$ cat config.mk
export PLATFORM = sky130hd
export DESIGN_NAME = flash_byte_prog
export DESIGN_NICKNAME = d
export VERILOG_FILES = /design/src/rtl/fbp_pkg.sv /design/src/rtl/fbp_cmd_gen.sv /design/src/rtl/fbp_status_eval.sv /design/src/rtl/fbp_watchdog.sv /design/src/rtl/flash_byte_prog.sv
export SDC_FILE = /design/constraint.sdc
export NUM_CORES = 1
export LEC_CHECK = 0
export CORE_MARGIN = 4
export CORE_UTILIZATION = 35
export DETAILED_ROUTE_END_ITERATION = 8
export DONT_BUFFER_PORTS = 1
export PLACE_DENSITY = 0.49
export SLEW_MARGIN = 0
export SYNTH_ARGS = -nofsm -noshare
export SYNTH_HDL_FRONTEND = slang
export SYNTH_SLANG_ARGS = --single-unit
export TNS_END_PERCENT = 20
$ cat constraint.sdc
create_clock -name clk_i -period 2.8 [get_ports clk_i]
set_input_delay 0.56 -clock clk_i [delete_from_list [all_inputs] [get_ports clk_i]]
set_output_delay 0.56 -clock clk_i [all_outputs]
set_load 0.05 [all_outputs]
$ cat src/rtl/fbp_pkg.sv
package fbp_pkg;
  typedef enum logic [2:0] {
    ST_IDLE,
    ST_WSTB,
    ST_WGAP,
    ST_RSTB,
    ST_RSMP
  } st_e;

  typedef enum logic [1:0] {
    RK_POLL,
    RK_CONFIRM,
    RK_FINAL
  } rk_e;

  localparam int unsigned STEP_W     = 3;
  localparam logic [2:0]  STEP_DATA  = 3'd3;
  localparam logic [2:0]  STEP_ABORT = 3'd4;

  localparam logic [11:0] ADDR_KEY_A = 12'hAAA;
  localparam logic [11:0] ADDR_KEY_B = 12'h555;
  localparam logic [7:0]  VAL_KEY_A  = 8'hAA;
  localparam logic [7:0]  VAL_KEY_B  = 8'h55;
  localparam logic [7:0]  VAL_PROG   = 8'hA0;
  localparam logic [7:0]  VAL_ABORT  = 8'hF0;

  localparam int unsigned BIT_DONE = 7;
  localparam int unsigned BIT_ERR  = 5;
endpackage

$ cat src/rtl/fbp_cmd_gen.sv
module fbp_cmd_gen
  import fbp_pkg::*;
#(
  parameter int unsigned AW = 16
) (
  input  logic [STEP_W-1:0] step_i,
  input  logic [AW-1:0]     tgt_addr_i,
  input  logic [7:0]        tgt_data_i,
  output logic [AW-1:0]     cmd_addr_o,
  output logic [7:0]        cmd_data_o
);
  localparam int unsigned PAD = AW - 12;

  always_comb begin
    unique case (step_i)
      3'd0: begin
        cmd_addr_o = {{PAD{1'b0}}, ADDR_KEY_A};
        cmd_data_o = VAL_KEY_A;
      end
      3'd1: begin
        cmd_addr_o = {{PAD{1'b0}}, ADDR_KEY_B};
        cmd_data_o = VAL_KEY_B;
      end
      3'd2: begin
        cmd_addr_o = {{PAD{1'b0}}, ADDR_KEY_A};
        cmd_data_o = VAL_PROG;
      end
      STEP_DATA: begin
        cmd_addr_o = tgt_addr_i;
        cmd_data_o = tgt_data_i;
      end
      default: begin
        cmd_addr_o = '0;
        cmd_data_o = VAL_ABORT;
      end
    endcase
  end
endmodule

$ cat src/rtl/fbp_status_eval.sv
module fbp_status_eval
  import fbp_pkg::*;
(
  input  logic [7:0] rdata_i,
  input  logic       want_msb_i,
  output logic       match_o,
  output logic       err_o
);
  assign match_o = (rdata_i[BIT_DONE] == want_msb_i);
  // bit 5 only meaningful while bit 7 still mismatches
  assign err_o   = !match_o && rdata_i[BIT_ERR];
endmodule

$ cat src/rtl/fbp_watchdog.sv
module fbp_watchdog #(
  parameter int unsigned LIMIT = 4096
) (
  input  logic clk_i,
  input  logic rst_ni,
  input  logic clear_i,
  input  logic run_i,
  output logic expired_o
);
  localparam int unsigned CW = $clog2(LIMIT + 1);
  localparam logic [CW-1:0] LIM = CW'(LIMIT);

  logic [CW-1:0] cnt_q;

  always_ff @(posedge clk_i or negedge rst_ni) begin
    if (!rst_ni)                  cnt_q <= '0;
    else if (clear_i)             cnt_q <= '0;
    else if (run_i && cnt_q < LIM) cnt_q <= cnt_q + 1'b1;
  end

  assign expired_o = (cnt_q >= LIM);

  p_wdog_sat_r10: assert property (@(posedge clk_i) disable iff (!rst_ni)
    cnt_q <= LIM);
  p_wdog_clear_r10: assert property (@(posedge clk_i) disable iff (!rst_ni)
    clear_i |=> !expired_o || (LIMIT == 0));
endmodule

$ cat src/rtl/flash_byte_prog.sv
module flash_byte_prog
  import fbp_pkg::*;
#(
  parameter int unsigned AW         = 16,
  parameter int unsigned WDOG_LIMIT = 4096
) (
  input  logic          clk_i,
  input  logic          rst_ni,
  input  logic          start_i,
  input  logic [AW-1:0] addr_i,
  input  logic [7:0]    data_i,
  output logic [AW-1:0] bus_addr_o,
  output logic [7:0]    bus_wdata_o,
  output logic          bus_we_o,
  output logic          bus_re_o,
  input  logic [7:0]    bus_rdata_i,
  output logic          done_o,
  output logic          fail_o,
  output logic [7:0]    rdata_o
);
  st_e              st_q;
  rk_e              rk_q;
  logic [STEP_W-1:0] step_q;
  logic [AW-1:0]    tgt_addr_q;
  logic [7:0]       tgt_data_q;
  logic             done_q, fail_q;
  logic [7:0]       rdata_q;

  logic [AW-1:0] cmd_addr;
  logic [7:0]    cmd_data;
  logic          st_match, st_err, wd_expired, wd_clear, wd_run;

  fbp_cmd_gen #(.AW(AW)) u_cmd (
    .step_i     (step_q),
    .tgt_addr_i (tgt_addr_q),
    .tgt_data_i (tgt_data_q),
    .cmd_addr_o (cmd_addr),
    .cmd_data_o (cmd_data)
  );

  fbp_status_eval u_eval (
    .rdata_i    (bus_rdata_i),
    .want_msb_i (tgt_data_q[BIT_DONE]),
    .match_o    (st_match),
    .err_o      (st_err)
  );

  assign wd_clear = (st_q == ST_WGAP) && (step_q == STEP_DATA);
  assign wd_run   = ((st_q == ST_RSTB) || (st_q == ST_RSMP)) && (rk_q == RK_POLL);

  fbp_watchdog #(.LIMIT(WDOG_LIMIT)) u_wdog (
    .clk_i     (clk_i),
    .rst_ni    (rst_ni),
    .clear_i   (wd_clear),
    .run_i     (wd_run),
    .expired_o (wd_expired)
  );

  always_ff @(posedge clk_i or negedge rst_ni) begin
    if (!rst_ni) begin
      st_q       <= ST_IDLE;
      rk_q       <= RK_POLL;
      step_q     <= '0;
      tgt_addr_q <= '0;
      tgt_data_q <= '0;
      done_q     <= 1'b0;
      fail_q     <= 1'b0;
      rdata_q    <= '0;
    end else begin
      done_q <= 1'b0;
      fail_q <= 1'b0;
      unique case (st_q)
        ST_IDLE: if (start_i) begin
          tgt_addr_q <= addr_i;
          tgt_data_q <= data_i;
          step_q     <= '0;
          st_q       <= ST_WSTB;
        end
        ST_WSTB: st_q <= ST_WGAP;
        ST_WGAP: begin
          if (step_q == STEP_ABORT) begin
            done_q <= 1'b1;
            fail_q <= 1'b1;
            st_q   <= ST_IDLE;
          end else if (step_q == STEP_DATA) begin
            rk_q <= RK_POLL;
            st_q <= ST_RSTB;
          end else begin
            step_q <= step_q + 1'b1;
            st_q   <= ST_WSTB;
          end
        end
        ST_RSTB: st_q <= ST_RSMP;
        ST_RSMP: begin
          unique case (rk_q)
            RK_POLL: begin
              if (st_match) begin
                rk_q <= RK_FINAL;
                st_q <= ST_RSTB;
              end else if (st_err) begin
                rk_q <= RK_CONFIRM;
                st_q <= ST_RSTB;
              end else if (wd_expired) begin
                step_q <= STEP_ABORT;
                st_q   <= ST_WSTB;
              end else begin
                st_q <= ST_RSTB;
              end
            end
            RK_CONFIRM: begin
              if (st_match) begin
                rk_q <= RK_FINAL;
                st_q <= ST_RSTB;
              end else begin
                step_q <= STEP_ABORT;
                st_q   <= ST_WSTB;
              end
            end
            default: begin
              rdata_q <= bus_rdata_i;
              done_q  <= 1'b1;
              st_q    <= ST_IDLE;
            end
          endcase
        end
        default: st_q <= ST_IDLE;
      endcase
    end
  end

  assign bus_we_o    = (st_q == ST_WSTB);
  assign bus_re_o    = (st_q == ST_RSTB);
  assign bus_addr_o  = bus_re_o ? tgt_addr_q : cmd_addr;
  assign bus_wdata_o = cmd_data;
  assign done_o      = done_q;
  assign fail_o      = fail_q;
  assign rdata_o     = rdata_q;

  p_one_strobe_r11: assert property (@(posedge clk_i) disable iff (!rst_ni)
    !(bus_we_o && bus_re_o));
  p_strobe_gap_r11: assert property (@(posedge clk_i) disable iff (!rst_ni)
    (bus_we_o || bus_re_o) |=> !(bus_we_o || bus_re_o));
  p_done_pulse_r8: assert property (@(posedge clk_i) disable iff (!rst_ni)
    done_o |=> !done_o);
  p_fail_gated_r8: assert property (@(posedge clk_i) disable iff (!rst_ni)
    fail_o |-> done_o);
  p_abort_write_r6: assert property (@(posedge clk_i) disable iff (!rst_ni)
    (done_o && fail_o) |-> ($past(bus_we_o, 2) && $past(bus_addr_o, 2) == '0
                            && $past(bus_wdata_o, 2) == VAL_ABORT));
  p_final_read_r7: assert property (@(posedge clk_i) disable iff (!rst_ni)
    (done_o && !fail_o) |-> $past(bus_re_o, 2));
  p_hold_target_r9: assert property (@(posedge clk_i) disable iff (!rst_ni)
    (st_q != ST_IDLE) |=> ($stable(tgt_addr_q) && $stable(tgt_data_q)));
endmodule

## Word-level counts from Yosys, hierarchy flattened

Cells that the tools add are included.

| storage, ports and cells | value |
|---|---|
| register bits after elaboration | 55 |
| output and inout bits | 36 |

| cells by class | value |
|---|---|
| add/sub/neg operators | 2 |
| order comparisons | 2 |
| eq/ne operators | 21 |
| mux-type cells | 34 |
| bitwise gates (word level) | 1 |
| reduce and logical (&&, ||, !) cells | 18 |

Operators by type and width:

| cell | number |
|---|---|
| 16-bit one-hot mux with 3 select lines | 1 |
| 8-bit one-hot mux with 4 select lines | 1 |
| 13-bit 2-to-1 mux | 2 |
| 3-bit 2-to-1 mux | 8 |
| 2-bit 2-to-1 mux | 11 |
| 16-bit 2-to-1 mux | 1 |
| 3-bit one-hot mux with 5 select lines | 1 |
| 13-bit by 1-bit adder with 13-bit output (second input constant) | 1 |
| 13-bit greater-or-equal comparator (second input constant) | 1 |
| 13-bit < comparator (second input constant) | 1 |
| 3-bit by 2-bit == test with 1-bit output (second input constant) | 4 |
| 3-bit one-hot mux with 2 select lines | 2 |
| 3-bit inequality test (second input constant) | 3 |
| 3-bit one-hot mux with 3 select lines | 1 |
| 9-bit AND reduction | 1 |
| 2-bit one-hot mux with 2 select lines | 2 |
| 3-bit by 1-bit == test with 1-bit output (second input constant) | 2 |
| 3-bit == test (second input constant) | 2 |
| 3-bit logical NOT | 2 |
| 2-bit inequality test (second input constant) | 3 |
| 3-bit by 2-bit inequality test with 1-bit output (second input constant) | 2 |
| 6-bit AND reduction | 1 |
| 1-bit logical AND | 4 |
| 4-bit by 3-bit inequality test with 1-bit output (second input constant) | 1 |
| other kinds (15) | 20 |

## Depth between registers and ports, before layout

| depth | value |
|---|---|
| depth in word-level cells | 7 |
| mapped depth | 7 |
| depth with buffers taken out | 6 |

## By module

From an unflattened synthesis, not the netlist that was laid out.

| unflattened totals | value |
|---|---|
| cell total of the unflattened synthesis | 276 |
| area, all modules | 3056.7 um2 |

By module, submodules not included:

| module | instances | cells an instance | area an instance (um2) |
|---|---|---|---|
| flash_byte_prog | 1 | 159 | 2104.5 |
| fbp_watchdog | 1 | 65 | 651.9 |
| fbp_cmd_gen | 1 | 50 | 285.3 |
| fbp_status_eval | 1 | 2 | 15.0 |

## Worst setup path after synthesis

No wires, ideal clock.

| timing path | value |
|---|---|
| kind | flip-flop to output port |
| from | register step_q[0] |
| to | output port bus_wdata_o[5] |
| arrival | 2.089 ns |
| required time | 2.240 ns |
| slack | 0.151 ns |
| stages on the path, launching flop included | 7 |
| buffers on the path | 2 |
| cells stage by stage | dfrtp_1 > ha_1 > ha_1 > clkbuf_1 > clkbuf_1 > mux2i_1 > a21oi_1 |

| between the ends | value |
|---|---|
| longest elaborated chain between the ends | 2 |
| elaborated cells between the ends (all ways) | 5 |
| classes of those cells | eq/ne: 3; mux: 1; reduce/logical: 1 |

Ends and longest elaborated chain:

| item | RTL line | RTL |
|---|---|---|
| start: declaration | flash_byte_prog.sv:23 | `logic [STEP_W-1:0] step_q;` |
| start signal: assignment | flash_byte_prog.sv:89 | `step_q <= step_q + 1'b1;` |
| 3-bit by 2-bit == test with 1-bit output (tied with other cells) | fbp_cmd_gen.sv:15 | `unique case (step_i)` |
| 8-bit one-hot mux with 4 select lines * | fbp_cmd_gen.sv:15 |  |
| end: declaration | flash_byte_prog.sv:13 | `output logic [7:0] bus_wdata_o,` |

Mark *: on every way between the ends. The rest lies on a longest branch, timed or not.

## Final worst setup path

| timing path | value |
|---|---|
| from | register step_q[0] |
| to | output port bus_addr_o[0] |

| between the ends | value |
|---|---|
| longest elaborated chain between the ends | 4 |
| elaborated cells between the ends (all ways) | 7 |
| classes of those cells | eq/ne: 3; mux: 2; reduce/logical: 2 |

Ends and longest elaborated chain:

| item | RTL line | RTL |
|---|---|---|
| 3-bit by 2-bit == test with 1-bit output or 3-bit logical NOT (tied branches) | fbp_cmd_gen.sv:15 |  |
| 2-bit OR reduction (no source line) | n/a |  |
| 16-bit one-hot mux with 3 select lines * | fbp_cmd_gen.sv:15 |  |
| 16-bit 2-to-1 mux * | flash_byte_prog.sv:133 | `assign bus_addr_o = bus_re_o ? tgt_addr_q : cmd_addr;` |
| end: declaration | flash_byte_prog.sv:12 | `output logic [AW-1:0] bus_addr_o,` |

Marked as above.

==> results.py <==
metrics = {
    "run": {
        "drv_cap": 0,
    },
    "power": {
        "swShare_pct": 45.0,
        "p_leak_nw": 1.56,
        "vdd_drop_max_mv": 0.377,
        "internal_power_mw": 2.40,
        "switchingPower_mw": 1.96,
        "power.total_mw": 4.36,
        "pwr-share-clk_pct": 13.9,
        "seqPwrFrac_pct": 33.2,
        "powerDensity_mw_per_mm2": 1290,
        "power_frac_comb_pct": 52.9,
    },
    "global_routing": {
        "grt_overflow_total": 0,
        "grt_max_degree": 56,
        "grt_antenna_before_repair": 0,
        "grt.total_usage_pct": 12.9,
        "grt_pass1_wl_um": 9960,
        "grt_pass1_vias": 2006,
    },
    "clock_network": {
        "cts_buffer_depth": 2,
        "post_cts_buffers": 0,
        "cts-buffers-inserted": 5,
        "clk-insertion-delay-late_ns": 0.30,
        "clkTransAtPathRegs_ns": 0.10,
        "htree_levels": 2,
        "cts_tree": "built",
        "cts_root_buffer": "clkbuf_8",
        "cts_sinks": 55,
    },
    "cells_and_area": {
        "regArea_mm2": 0.00138,
        "multiInputGateArea_mm2": 0.00130,
        "synthToLayoutAreaGrowth_pct": 21.8,
        "num_antenna_cells": 0,
        "fillCellCount": 725,
        "layout-drive-gt1-share_pct": 16.1,
        "nets": 314,
    },
    "die": {
        "die_x_um": 97.1,
        "io_pins": 71,
        "die-area_mm2": 0.00943,
        "start_util_pct": 36.0,
        "core_area_mm2": 0.00773,
        "rows": 32,
        "die_y_um": 97.1,
    },
    "critical_path": {
        "cpMostUsedCell": "ha_1",
        "crit_required_ns": 2.24,
        "slowest_delay_ns": 0.46,
        "r2r_start": "step_q[0]$_DFFE_PN0P_",
        "critPathMaxFanout": 16,
        "slowest_stage": "or2_2",
        "end_kind": "output pin",
        "critPathLaunchType": "flip-flop",
        "critical_path_class": "flip-flop to output pin",
        "path_cells": "ha_1 > ha_1 > or2_2 > a21o_1 > buf_12",
        "startpoint": "step_q[0]$_DFFE_PN0P_",
        "crit_arrival_ns": 2.08,
    },
    "routing": {
        "vias": 1879,
        "drt_iter0_markers": 61,
        "post-route-drc-count": 0,
        "drtPass1Iterations": 4,
        "antenna_left": 0,
        "avgViaCountPerCell": 5.01,
        "wire_per_inst_um": 15.5,
        "wl_um": 5800,
    },
    "placed_design": {
        "gp_congestion": 0.740,
        "io_buffers": 0,
        "dpl.hpwl_um": 4240,
    },
    "yosys": {
        "synth_cells": 251,
        "syn_area_mm2": 0.00278,
        "yosysTopAreaCell": "dfrtp_1",
        "synth.most_common_cell": "dfrtp_1",
        "synthFlopType": "dfrtp_1",
        "syn-num-nets": 293,
        "synth-edff-count": 0,
        "yosys-top-cells-area": "dfrtp_1 50%, mux2_1 12%, a21o_1 3.5%, ha_1 3.2%, a21oi_1 3.1%",
        "yosysTopAreaCellShare_pct": 49.5,
        "synth_top_cells_by_count": "55 x dfrtp_1, 30 x mux2_1, 20 x nand2_1, 17 x a21oi_1, 13 x a21o_1",
        "syn-mean-instance-area_um2": 11.1,
        "synth_seq_area_share_pct": 49.5,
        "synth_seq_cells": 55,
        "yosysUniqueCellTypes": 46,
        "async_flop_share_pct": 100,
        "yosysWarnings": 0,
    },
    "sta": {
        "max_freq_mhz": 379,
        "layout_min_cycle_time_ns": 2.64,
        "relSlewSlack_pct": 58.8,
        "rsz0062_at_grt": "no",
        "worst_slew_pin_slew_ns": 0.615,
        "setup_tns_ns": 0,
        "skew_ns": 0.00635,
        "drv_slew": 0,
        "timing.final.crit_share_pct": 94.2,
        "hold_viol": 0,
        "setup_viol": 0,
    },
    "run_status": {
        "status": "finished clean",
    },
    "min_path": {
        "hold_path_class": "input port to asynchronous set/reset pin",
    },
}
[power by group through the flow]
stage | sequential [mW] | clock (mW) | combinational (mW)
after floorplan | 1.42 | 0 | 1.53
after global placement | 1.46 | 0 | 2.29
after detailed placement | 1.47 | 0 | 2.31
after CTS | 1.45 | 0.632 | 2.34
after global routing | 1.49 | 0.668 | 2.47
final | 1.45 | 0.605 | 2.30
[layer usage]
layer  wire length [um]  share of wire (%)  vias to the layer above  GRT usage (%)
met5                  0                  0                        -              0
met4                 80                1.4                        0           4.54
met3                300                5.2                        7           2.73
met2               2590                 45                       55           19.5
met1               2820                 49                      884           18.3
li1                   -                  -                      933              -
[what timing repair did]
item                                    4_1_cts  5_1_grt
endpoints found under the hold margin        55        0
hold buffers                                  1        0
gates resized for setup                       0        1
endpoints found under the setup margin        0        1
[worst max-delay path, delay by kind of cell (launching register included)]
| family | cells | cell delay [ns] |
|---|---|---|
| adders and majority gates | 2 | 0.47 |
| DFF | 1 | 0.43 |
| AOI/OAI and AO/OA | 1 | 0.25 |
| buffers and inverters | 1 | 0.15 |
| and+or+nand+nor | 1 | 0.46 |
[registers in the layout (all words and copies together) (netlist names)]
signal,cells
done_o,1
fail_o,1
rdata_o,8
rk_q,2
st_q,3
step_q,3
tgt_addr_q,16
tgt_data_q,8
u_wdog.cnt_q,13
[metrics by stage]
step                      setup slack, ns  hold WS, ns  cell area [um2]  cells  utilization [%]
after CTS                           0.119        0.109             3390    375             43.8
after global routing               0.0513       0.0978             3390    375             43.8
after global placement              0.486        0.266             3230    366             41.7
after detailed placement            0.473        0.266             3230    366             41.7
after floorplan                     0.151        0.264             2780    251                -
final                               0.162       0.0895             3390    375             43.8
[worst paths after layout]
kind / slack, ns / depth (start not counted) / end
setup / recovery: 0.16 / 5 / bus_addr_o[0]
hold / removal: 0.09 / 1 / tgt_data_q[7]$_DFFE_PN0P_
setup reg to reg: 0.89 / 6 / step_q[0]$_DFFE_PN0P_
hold reg to reg: 0.49 / 1 / tgt_addr_q[12]$_DFFE_PN0P_
max in group asynchronous: 2.45 / 1 / step_q[2]$_DFFE_PN0P_
min in group clk_i: 0.38 / 2 / tgt_data_q[4]$_DFFE_PN0P_
[cell type report]
type                       instances  area share (%)
clock buffer                       6            2.14
clock inverter                     2            1.77
inverter                          10            1.11
multi-input combinational        174            38.3
sequential                        55            40.7
tap                              102            3.77
timing repair buffer              26            12.3
[logic make-up (layout without fill, tap and decap cells)]
| kind of cell | Yosys count | after routing | share of synthesized area [%] |
|---|---|---|---|
| flip-flops | 55 | 55 | 49.5 |
| XOR/XNOR | 3 | 3 | 0.946 |
| AND/OR/NAND/NOR | 72 | 72 | 14.6 |
| buffers and inverters | 22 | 44 | 3.83 |
| multiplexers | 35 | 35 | 14.0 |
| AO/OA/AOI/OAI | 57 | 57 | 13.9 |
| adder cells (fa/ha/maj) | 7 | 7 | 3.15 |
[cell usage in the layout (no fill, tap or decap), types with 3 or more instances in the layout]
cell / Yosys / layout
a21o_1: 13 / 13
a21oi_1: 17 / 17
and2_1: 5 / 5
and3_1: 3 / 3
buf_12: 0 / 16
buf_4: 3 / 9
clkbuf_8: 0 / 5
dfrtp_1: 55 / 55
ha_1: 7 / 7
inv_1: 8 / 8
mux2_1: 30 / 30
mux2i_1: 4 / 4
nand2_1: 20 / 20
nand2b_1: 4 / 4
nand3_1: 6 / 6
nor2_1: 11 / 11
nor2b_1: 3 / 3
o21ai_0: 8 / 8
o21ai_1: 3 / 3
or3_1: 7 / 7
No activity file was read; power rests on OpenSTA's default activity.
